**config.mk**
```make
export PLATFORM = sky130hd
export DESIGN_NAME = svol_stereo_att
export DESIGN_NICKNAME = d
export VERILOG_FILES = /design/src/rtl/svol_pkg.sv /design/src/rtl/svol_gain_lut.sv /design/src/rtl/svol_mute_ramp.sv /design/src/rtl/svol_chan.sv /design/src/rtl/svol_stereo_att.sv
export SDC_FILE = /design/constraint.sdc
export NUM_CORES = 2
export LEC_CHECK = 0
export BUFFER_PORTS_ARGS = -buffer_cell sky130_fd_sc_hd__buf_4
export CORE_ASPECT_RATIO = 1.75
export CORE_MARGIN = 2
export CORE_UTILIZATION = 43
export CTS_CLUSTER_DIAMETER = 150
export DETAILED_ROUTE_END_ITERATION = 7
export GPL_TIMING_DRIVEN = 0
export SYNTH_ARGS = -nofsm -noshare
export SYNTH_HDL_FRONTEND = slang
export SYNTH_HIERARCHICAL = 1
export SYNTH_SLANG_ARGS = --single-unit
```
**constraint.sdc**
```tcl
create_clock -name clk -period 18.1 [get_ports clk]
set_input_delay 1.81 -clock clk [delete_from_list [all_inputs] [get_ports clk]]
set_output_delay 1.81 -clock clk [all_outputs]
set_load 0.01 [all_outputs]
```
**src/rtl/svol_pkg.sv**
```systemverilog
package svol_pkg;

    // Fixed-point format of the gain coefficient: unsigned, COEF_FRAC fraction bits.
    localparam int unsigned COEF_FRAC = 23;
    localparam int unsigned COEF_W    = COEF_FRAC + 1;
    // Index steps per halving of the gain (12 steps of ~0.5 dB make ~6 dB).
    localparam int unsigned STEPS_PER_OCT = 12;

    typedef enum logic [1:0] {
        RAMP_HOLD = 2'd0,
        RAMP_UP   = 2'd1,
        RAMP_DOWN = 2'd2
    } ramp_dir_e;

    // Gain 2^(-r/12) within one octave, scaled by 2^COEF_FRAC.
    function automatic logic [COEF_W-1:0] octave_frac(input logic [3:0] r);
        logic [COEF_W-1:0] v;
        case (r)
            4'd1:    v = 24'd7917792;
            4'd2:    v = 24'd7473400;
            4'd3:    v = 24'd7053950;
            4'd4:    v = 24'd6658042;
            4'd5:    v = 24'd6284355;
            4'd6:    v = 24'd5931642;
            4'd7:    v = 24'd5598724;
            4'd8:    v = 24'd5284492;
            4'd9:    v = 24'd4987897;
            4'd10:   v = 24'd4707947;
            4'd11:   v = 24'd4443711;
            default: v = 24'd8388608;
        endcase
        return v;
    endfunction

endpackage

```
**src/rtl/svol_gain_lut.sv**
```systemverilog
module svol_gain_lut
    import svol_pkg::*;
#(
    parameter int unsigned ATT_W = 8
) (
    input  logic [ATT_W-1:0]  idx,
    output logic [COEF_W-1:0] coef
);

    localparam logic [ATT_W-1:0] MUTE_CODE = {ATT_W{1'b1}};
    localparam logic [ATT_W-1:0] STEPS     = ATT_W'(STEPS_PER_OCT);

    logic [ATT_W-1:0]  oct;
    logic [ATT_W-1:0]  rem;
    logic [COEF_W-1:0] base;

    // Index splits into whole halvings and a position within the octave.
    always_comb begin
        oct  = idx / STEPS;
        rem  = idx % STEPS;
        base = octave_frac(rem[3:0]);
        if (idx == MUTE_CODE) begin
            coef = '0;
        end else begin
            coef = base >> oct;
        end
    end

endmodule

```
**src/rtl/svol_mute_ramp.sv**
```systemverilog
module svol_mute_ramp
    import svol_pkg::*;
#(
    parameter int unsigned MUTE_LEN = 1024,
    localparam int unsigned MCW     = $clog2(MUTE_LEN) + 1
) (
    input  logic           clk,
    input  logic           rst_n,
    input  logic           frame_vld,
    input  logic           soft_mute,
    output logic [MCW-1:0] cnt,
    output logic           settled
);

    localparam logic [MCW-1:0] FULL = MCW'(MUTE_LEN);

    typedef struct packed {
        logic [MCW-1:0] cnt;
    } mute_st_t;

    mute_st_t  st_d, st_q;
    ramp_dir_e dir;

    always_comb begin
        st_d = st_q;
        dir  = RAMP_HOLD;
        if (soft_mute && (st_q.cnt != '0)) begin
            dir = RAMP_DOWN;
        end else if (!soft_mute && (st_q.cnt != FULL)) begin
            dir = RAMP_UP;
        end
        if (frame_vld) begin
            case (dir)
                RAMP_UP:   st_d.cnt = st_q.cnt + 1'b1;
                RAMP_DOWN: st_d.cnt = st_q.cnt - 1'b1;
                default:   st_d.cnt = st_q.cnt;
            endcase
        end
    end

    always_ff @(posedge clk) begin
        if (!rst_n) begin
            st_q.cnt <= FULL;
        end else begin
            st_q <= st_d;
        end
    end

    assign cnt     = st_q.cnt;
    assign settled = (dir == RAMP_HOLD);

endmodule

```
**src/rtl/svol_chan.sv**
```systemverilog
module svol_chan
    import svol_pkg::*;
#(
    parameter int unsigned DATA_W   = 24,
    parameter int unsigned ATT_W    = 8,
    parameter int unsigned MUTE_LEN = 1024,
    localparam int unsigned MCW     = $clog2(MUTE_LEN) + 1
) (
    input  logic                     clk,
    input  logic                     rst_n,
    input  logic                     frame_vld,
    input  logic signed [DATA_W-1:0] samp_in,
    input  logic [ATT_W-1:0]         att_code,
    input  logic [MCW-1:0]           mute_cnt,
    input  logic                     mute_settled,
    output logic [DATA_W-1:0]        samp_out,
    output logic [ATT_W-1:0]         cur_idx,
    output logic                     ramping
);

    localparam int unsigned MSH = $clog2(MUTE_LEN);
    localparam int unsigned EW  = COEF_W + MCW;
    localparam int unsigned PW  = DATA_W + COEF_W + 1;
    localparam logic [ATT_W-1:0]     MUTE_CODE = {ATT_W{1'b1}};
    localparam logic signed [PW-1:0] RND  = PW'(1) << (COEF_FRAC - 1);
    localparam logic signed [PW-1:0] MAXV = PW'({1'b0, {(DATA_W-1){1'b1}}});
    localparam logic signed [PW-1:0] MINV = -MAXV - PW'(1);

    typedef struct packed {
        logic [ATT_W-1:0]  idx;
        logic [DATA_W-1:0] out;
    } chan_st_t;

    chan_st_t          st_d, st_q;
    logic [COEF_W-1:0] vol_coef;
    logic [EW-1:0]     scaled;
    logic [COEF_W-1:0] eff_coef;
    logic signed [PW-1:0] s_ext, c_ext, prod, rnd;
    logic [DATA_W-1:0] sat;
    ramp_dir_e         dir;

    svol_gain_lut #(.ATT_W(ATT_W)) u_lut (
        .idx  (st_q.idx),
        .coef (vol_coef)
    );

    always_comb begin
        // effective gain = volume coefficient * mute fraction
        scaled   = EW'(vol_coef) * EW'(mute_cnt);
        eff_coef = COEF_W'(scaled >> MSH);

        s_ext = PW'(samp_in);
        c_ext = PW'({1'b0, eff_coef});
        prod  = s_ext * c_ext;
        rnd   = (prod + RND) >>> COEF_FRAC;

        if (rnd > MAXV) begin
            sat = MAXV[DATA_W-1:0];
        end else if (rnd < MINV) begin
            sat = MINV[DATA_W-1:0];
        end else begin
            sat = rnd[DATA_W-1:0];
        end
        if ((mute_cnt == '0) || (st_q.idx == MUTE_CODE)) begin
            sat = '0;
        end

        if (st_q.idx < att_code) begin
            dir = RAMP_UP;
        end else if (st_q.idx > att_code) begin
            dir = RAMP_DOWN;
        end else begin
            dir = RAMP_HOLD;
        end

        st_d = st_q;
        if (frame_vld) begin
            st_d.out = sat;
            case (dir)
                RAMP_UP:   st_d.idx = st_q.idx + 1'b1;
                RAMP_DOWN: st_d.idx = st_q.idx - 1'b1;
                default:   st_d.idx = st_q.idx;
            endcase
        end
    end

    always_ff @(posedge clk) begin
        if (!rst_n) begin
            st_q.idx <= '0;
            st_q.out <= '0;
        end else begin
            st_q <= st_d;
        end
    end

    assign samp_out = st_q.out;
    assign cur_idx  = st_q.idx;
    assign ramping  = (dir != RAMP_HOLD) || !mute_settled;

endmodule

```
**src/rtl/svol_stereo_att.sv**
```systemverilog
module svol_stereo_att #(
    parameter int unsigned NCH      = 2,
    parameter int unsigned DATA_W   = 24,
    parameter int unsigned ATT_W    = 8,
    parameter int unsigned MUTE_LEN = 1024
) (
    input  logic                         clk,
    input  logic                         rst_n,
    input  logic                         frame_vld,
    input  logic [NCH-1:0][DATA_W-1:0]   samp_in,
    input  logic [NCH-1:0][ATT_W-1:0]    att_code,
    input  logic                         soft_mute,
    output logic [NCH-1:0][DATA_W-1:0]   samp_out,
    output logic                         out_vld,
    output logic [NCH-1:0]               ramping
);

    localparam int unsigned MCW = $clog2(MUTE_LEN) + 1;

    typedef struct packed {
        logic vld;
    } top_st_t;

    top_st_t                 st_d, st_q;
    logic [MCW-1:0]          mute_cnt;
    logic                    mute_settled;
    logic [NCH-1:0][ATT_W-1:0] chan_idx;

    svol_mute_ramp #(.MUTE_LEN(MUTE_LEN)) u_mute (
        .clk       (clk),
        .rst_n     (rst_n),
        .frame_vld (frame_vld),
        .soft_mute (soft_mute),
        .cnt       (mute_cnt),
        .settled   (mute_settled)
    );

    for (genvar c = 0; c < NCH; c++) begin : g_chan
        svol_chan #(
            .DATA_W   (DATA_W),
            .ATT_W    (ATT_W),
            .MUTE_LEN (MUTE_LEN)
        ) u_chan (
            .clk          (clk),
            .rst_n        (rst_n),
            .frame_vld    (frame_vld),
            .samp_in      ($signed(samp_in[c])),
            .att_code     (att_code[c]),
            .mute_cnt     (mute_cnt),
            .mute_settled (mute_settled),
            .samp_out     (samp_out[c]),
            .cur_idx      (chan_idx[c]),
            .ramping      (ramping[c])
        );
    end

    always_comb begin
        st_d     = st_q;
        st_d.vld = frame_vld;
    end

    always_ff @(posedge clk) begin
        if (!rst_n) begin
            st_q.vld <= 1'b0;
        end else begin
            st_q <= st_d;
        end
    end

    assign out_vld = st_q.vld;

endmodule

```
==> impl_metrics.csv <==
group,metric,value,unit
run_status,status,"complete, no violations",
route,drtPass1Iterations,8,
clock_tree,cts_tree,"done",
place,place_ws,-1.14,ns
place,dp_hpwl,221000,um
yosys,synth.top_cell.area_share,42.0,%
sta,maxSlewHeadroom,3.63,%
clock_tree,cts_buffer_depth,2,
floorplan,core-area,150000,um^2
critical_path,cp.arrival,17.98,ns
clock_tree,cts_root_buffer,"clkbuf_16",
yosys,ys.flop_type,"dfxtp_1",
route,ant_nets,0,
critical_path,worstPathRequired,18.47,ns
critical_path,setup.worst_path.end,"g_chan[1].u_chan/samp_out[12]",
yosys,syn-num-nets,9581,
clock_tree,clock_sinks,76,
critical_path,cp-end-kind,"flop",
layout,final_cell_mix,"inv_1, fa_1, nand2_1",
floorplan,num_io_pins,119,
sta,finalMaxSlewViolations,0,
route,routed_wl,261000,um
place,port_buffers,114,
clock_tree,path_clk_slew,0.07,ns
floorplan,start_util,43.2,%
layout,syn2layout_area_growth,6.89,%
worst_hold_path,hold_path.class,"flop to flop",
floorplan,dieWidth,297,um
floorplan,die_h,517,um
yosys,synth_top_area_cell,"fa_1",
layout,fin_area,69100,um^2
clock_tree,hold_buffers,0,
place,place.gp.congestion,1.04,
sta,hold_violations,0,
route,viasPerCell,5.67,
route,drt-wirelength-per-cell,26.9,um
critical_path,slowest_stage,"xnor2_1",
yosys,ys_ff_latch,76,
sta,fin_crit,17.62,ns
critical_path,critPathLaunch,"g_chan[1].u_chan/cur_idx[4]",
clock_tree,htree_num_levels,3,
clock_tree,cts_made_buffers,9,
floorplan,num_rows,188,
layout,final_util,46.2,%
yosys,ys_types,122,
layout,layout-drive-gt1-share,6.14,%
sta,finalSetupTns,0,ns
global_routing,grt_pass1_vias,60989,
global_routing,overflow,0,
sta,finClkSkew,0.0167,ns
critical_path,crit_type,"flop to flop",
global_routing,antenna_found_initial,7,
global_routing,grt_usage,34.5,%
sta,worst_pin_slew,1.45,ns
sta,final.period_utilization,97.3,%
global_routing,grt_pass1_wl,387000,um
critical_path,r2r_cells,54,
yosys,synth_area_per_cell,8.53,um^2
critical_path,r2r_start,"g_chan[1].u_chan/cur_idx[4]",
critical_path,cpPeakStageDelay,1.00,ns
critical_path,critPathMostFrequentCell,"fa_1",
layout,layout_commonest_cell,"inv_1",
place,placed_area,68100,um^2
layout,fill_cells,15145,
floorplan,dieArea,154000,um^2
sta,fmax,56.8,MHz
critical_path,timing.rr.end,"g_chan[1].u_chan/samp_out[12]",
layout,nets,9727,
clock_tree,clock_latency,0.43,ns
route,drc,0,
yosys,synthCells,7579,
critical_path,worst_setup_path_start_kind,"flop",
route,via_count,55182,
sta,setup_viol,0,
yosys,synth-edff-count,0,
critical_path,path_max_fanout,10,
yosys,synthArstFlopShare,0,%
critical_path,rrSetupSlack,0.48,ns
yosys,synth_area,64600,um^2
sta,finalWorstSetupSlack,0.481,ns
run,cap_violations,0,
yosys,seq_area_frac_synth,2.35,%
yosys,synth_area_leaders,"fa_1, ha_1, inv_1",
global_routing,grt_max_degree,19,
worst_hold_path,hold_start,"g_chan[1].u_chan/samp_out[21]",
route,drt-initial-drc-count,3633,
yosys,ys_warn_count,6,
==> state kept, by name, indices dropped and copies added (netlist names) <==
register	count
out_vld	1
g_chan.u_chan/samp_out	48
u_mute/cnt	11
g_chan.u_chan/cur_idx	16
==> worst max-delay path, delay by kind of cell (launching register included) <==
| family | cells | cell delay, ns |
|---|---|---|
| fa+ha+maj | 14 | 6.55 |
| compound gates | 14 | 4.08 |
| simple gates | 11 | 2.50 |
| buf+inv | 11 | 2.15 |
| xor+xnor | 1 | 1.00 |
| mux | 3 | 0.81 |
| flops | 1 | 0.44 |
==> logic make-up (layout without fill, tap and decap cells) <==
family | after synthesis | after routing | synth area share (%)
adders and majority gates | 1934 | 1934 | 53.2
AOI/OAI and AO/OA | 959 | 959 | 10.3
and+or+nand+nor | 2438 | 2438 | 19.3
other | 0 | 4 | 0
muxes | 89 | 89 | 1.46
xor gates and xnor gates | 118 | 118 | 1.63
DFF | 76 | 76 | 2.35
buffers and inverters | 1965 | 2116 | 11.8
==> synth_stat cells, types with 55 or more instances <==
| master | instances |
|---|---|
| nor2_1 | 182 |
| nand2b_1 | 76 |
| nor2b_1 | 77 |
| and2_1 | 757 |
| fa_1 | 1357 |
| a21oi_1 | 251 |
| nand3_1 | 78 |
| o21ai_0 | 156 |
| ha_1 | 577 |
| inv_1 | 1543 |
| xnor2_1 | 75 |
| dfxtp_1 | 76 |
| a21o_1 | 55 |
| nand2_1 | 983 |
| mux2i_1 | 66 |
| clkbuf_1 | 329 |
==> per-stage QoR <==
stage	std cells	hold slack, ns
floorplan	7579	0.483
global placement	9688	0.456
detailed placement	9695	0.464
CTS	9713	0.478
global route	9725	0.502
finish	9729	0.481
==> metal layers <==
metal | vias up | GRT usage, % | part of all wire (%)
met5 | - | 0 | 0.013
met4 | 4 | 36.3 | 13
met3 | 1163 | 6.31 | 6.1
met2 | 2376 | 62.8 | 51
met1 | 27921 | 31.0 | 30
li1 | 23718 | - | -
==> worst min path at each step <==
stage,cells after the start,endpoint,slack [ns]
2_1_floorplan,2,g_chan[1].u_chan/samp_out[21],0.48
3_3_place_gp,2,g_chan[1].u_chan/samp_out[21],0.46
3_5_place_dp,2,g_chan[1].u_chan/samp_out[21],0.46
4_1_cts,2,g_chan[1].u_chan/samp_out[21],0.48
5_1_grt,2,g_chan[1].u_chan/samp_out[21],0.50
6_report,2,g_chan[1].u_chan/samp_out[21],0.48
==> timing repair <==
action | CTS | global route
setup endpoints to repair | 48 | 48
pin swaps | 3 | 10
setup buffers | 4 | 13
gates resized for setup | 41 | 142
==> final cells by class <==
type	count	area [um^2]	area share (%)
timing repair buffer	138	1090	1.57
inverter	1545	5810	8.41
buffer	417	1900	2.74
tap	1995	2500	3.61
antenna	4	10.0	0.0145
clock buffer	9	225	0.326
multi-input combinational	5538	55900	81.0
sequential	76	1530	2.22
clock inverter	7	97.6	0.141
Power is not shown: default switching activity piles up to over one toggle a cycle in this logic, so the estimate is an artifact.
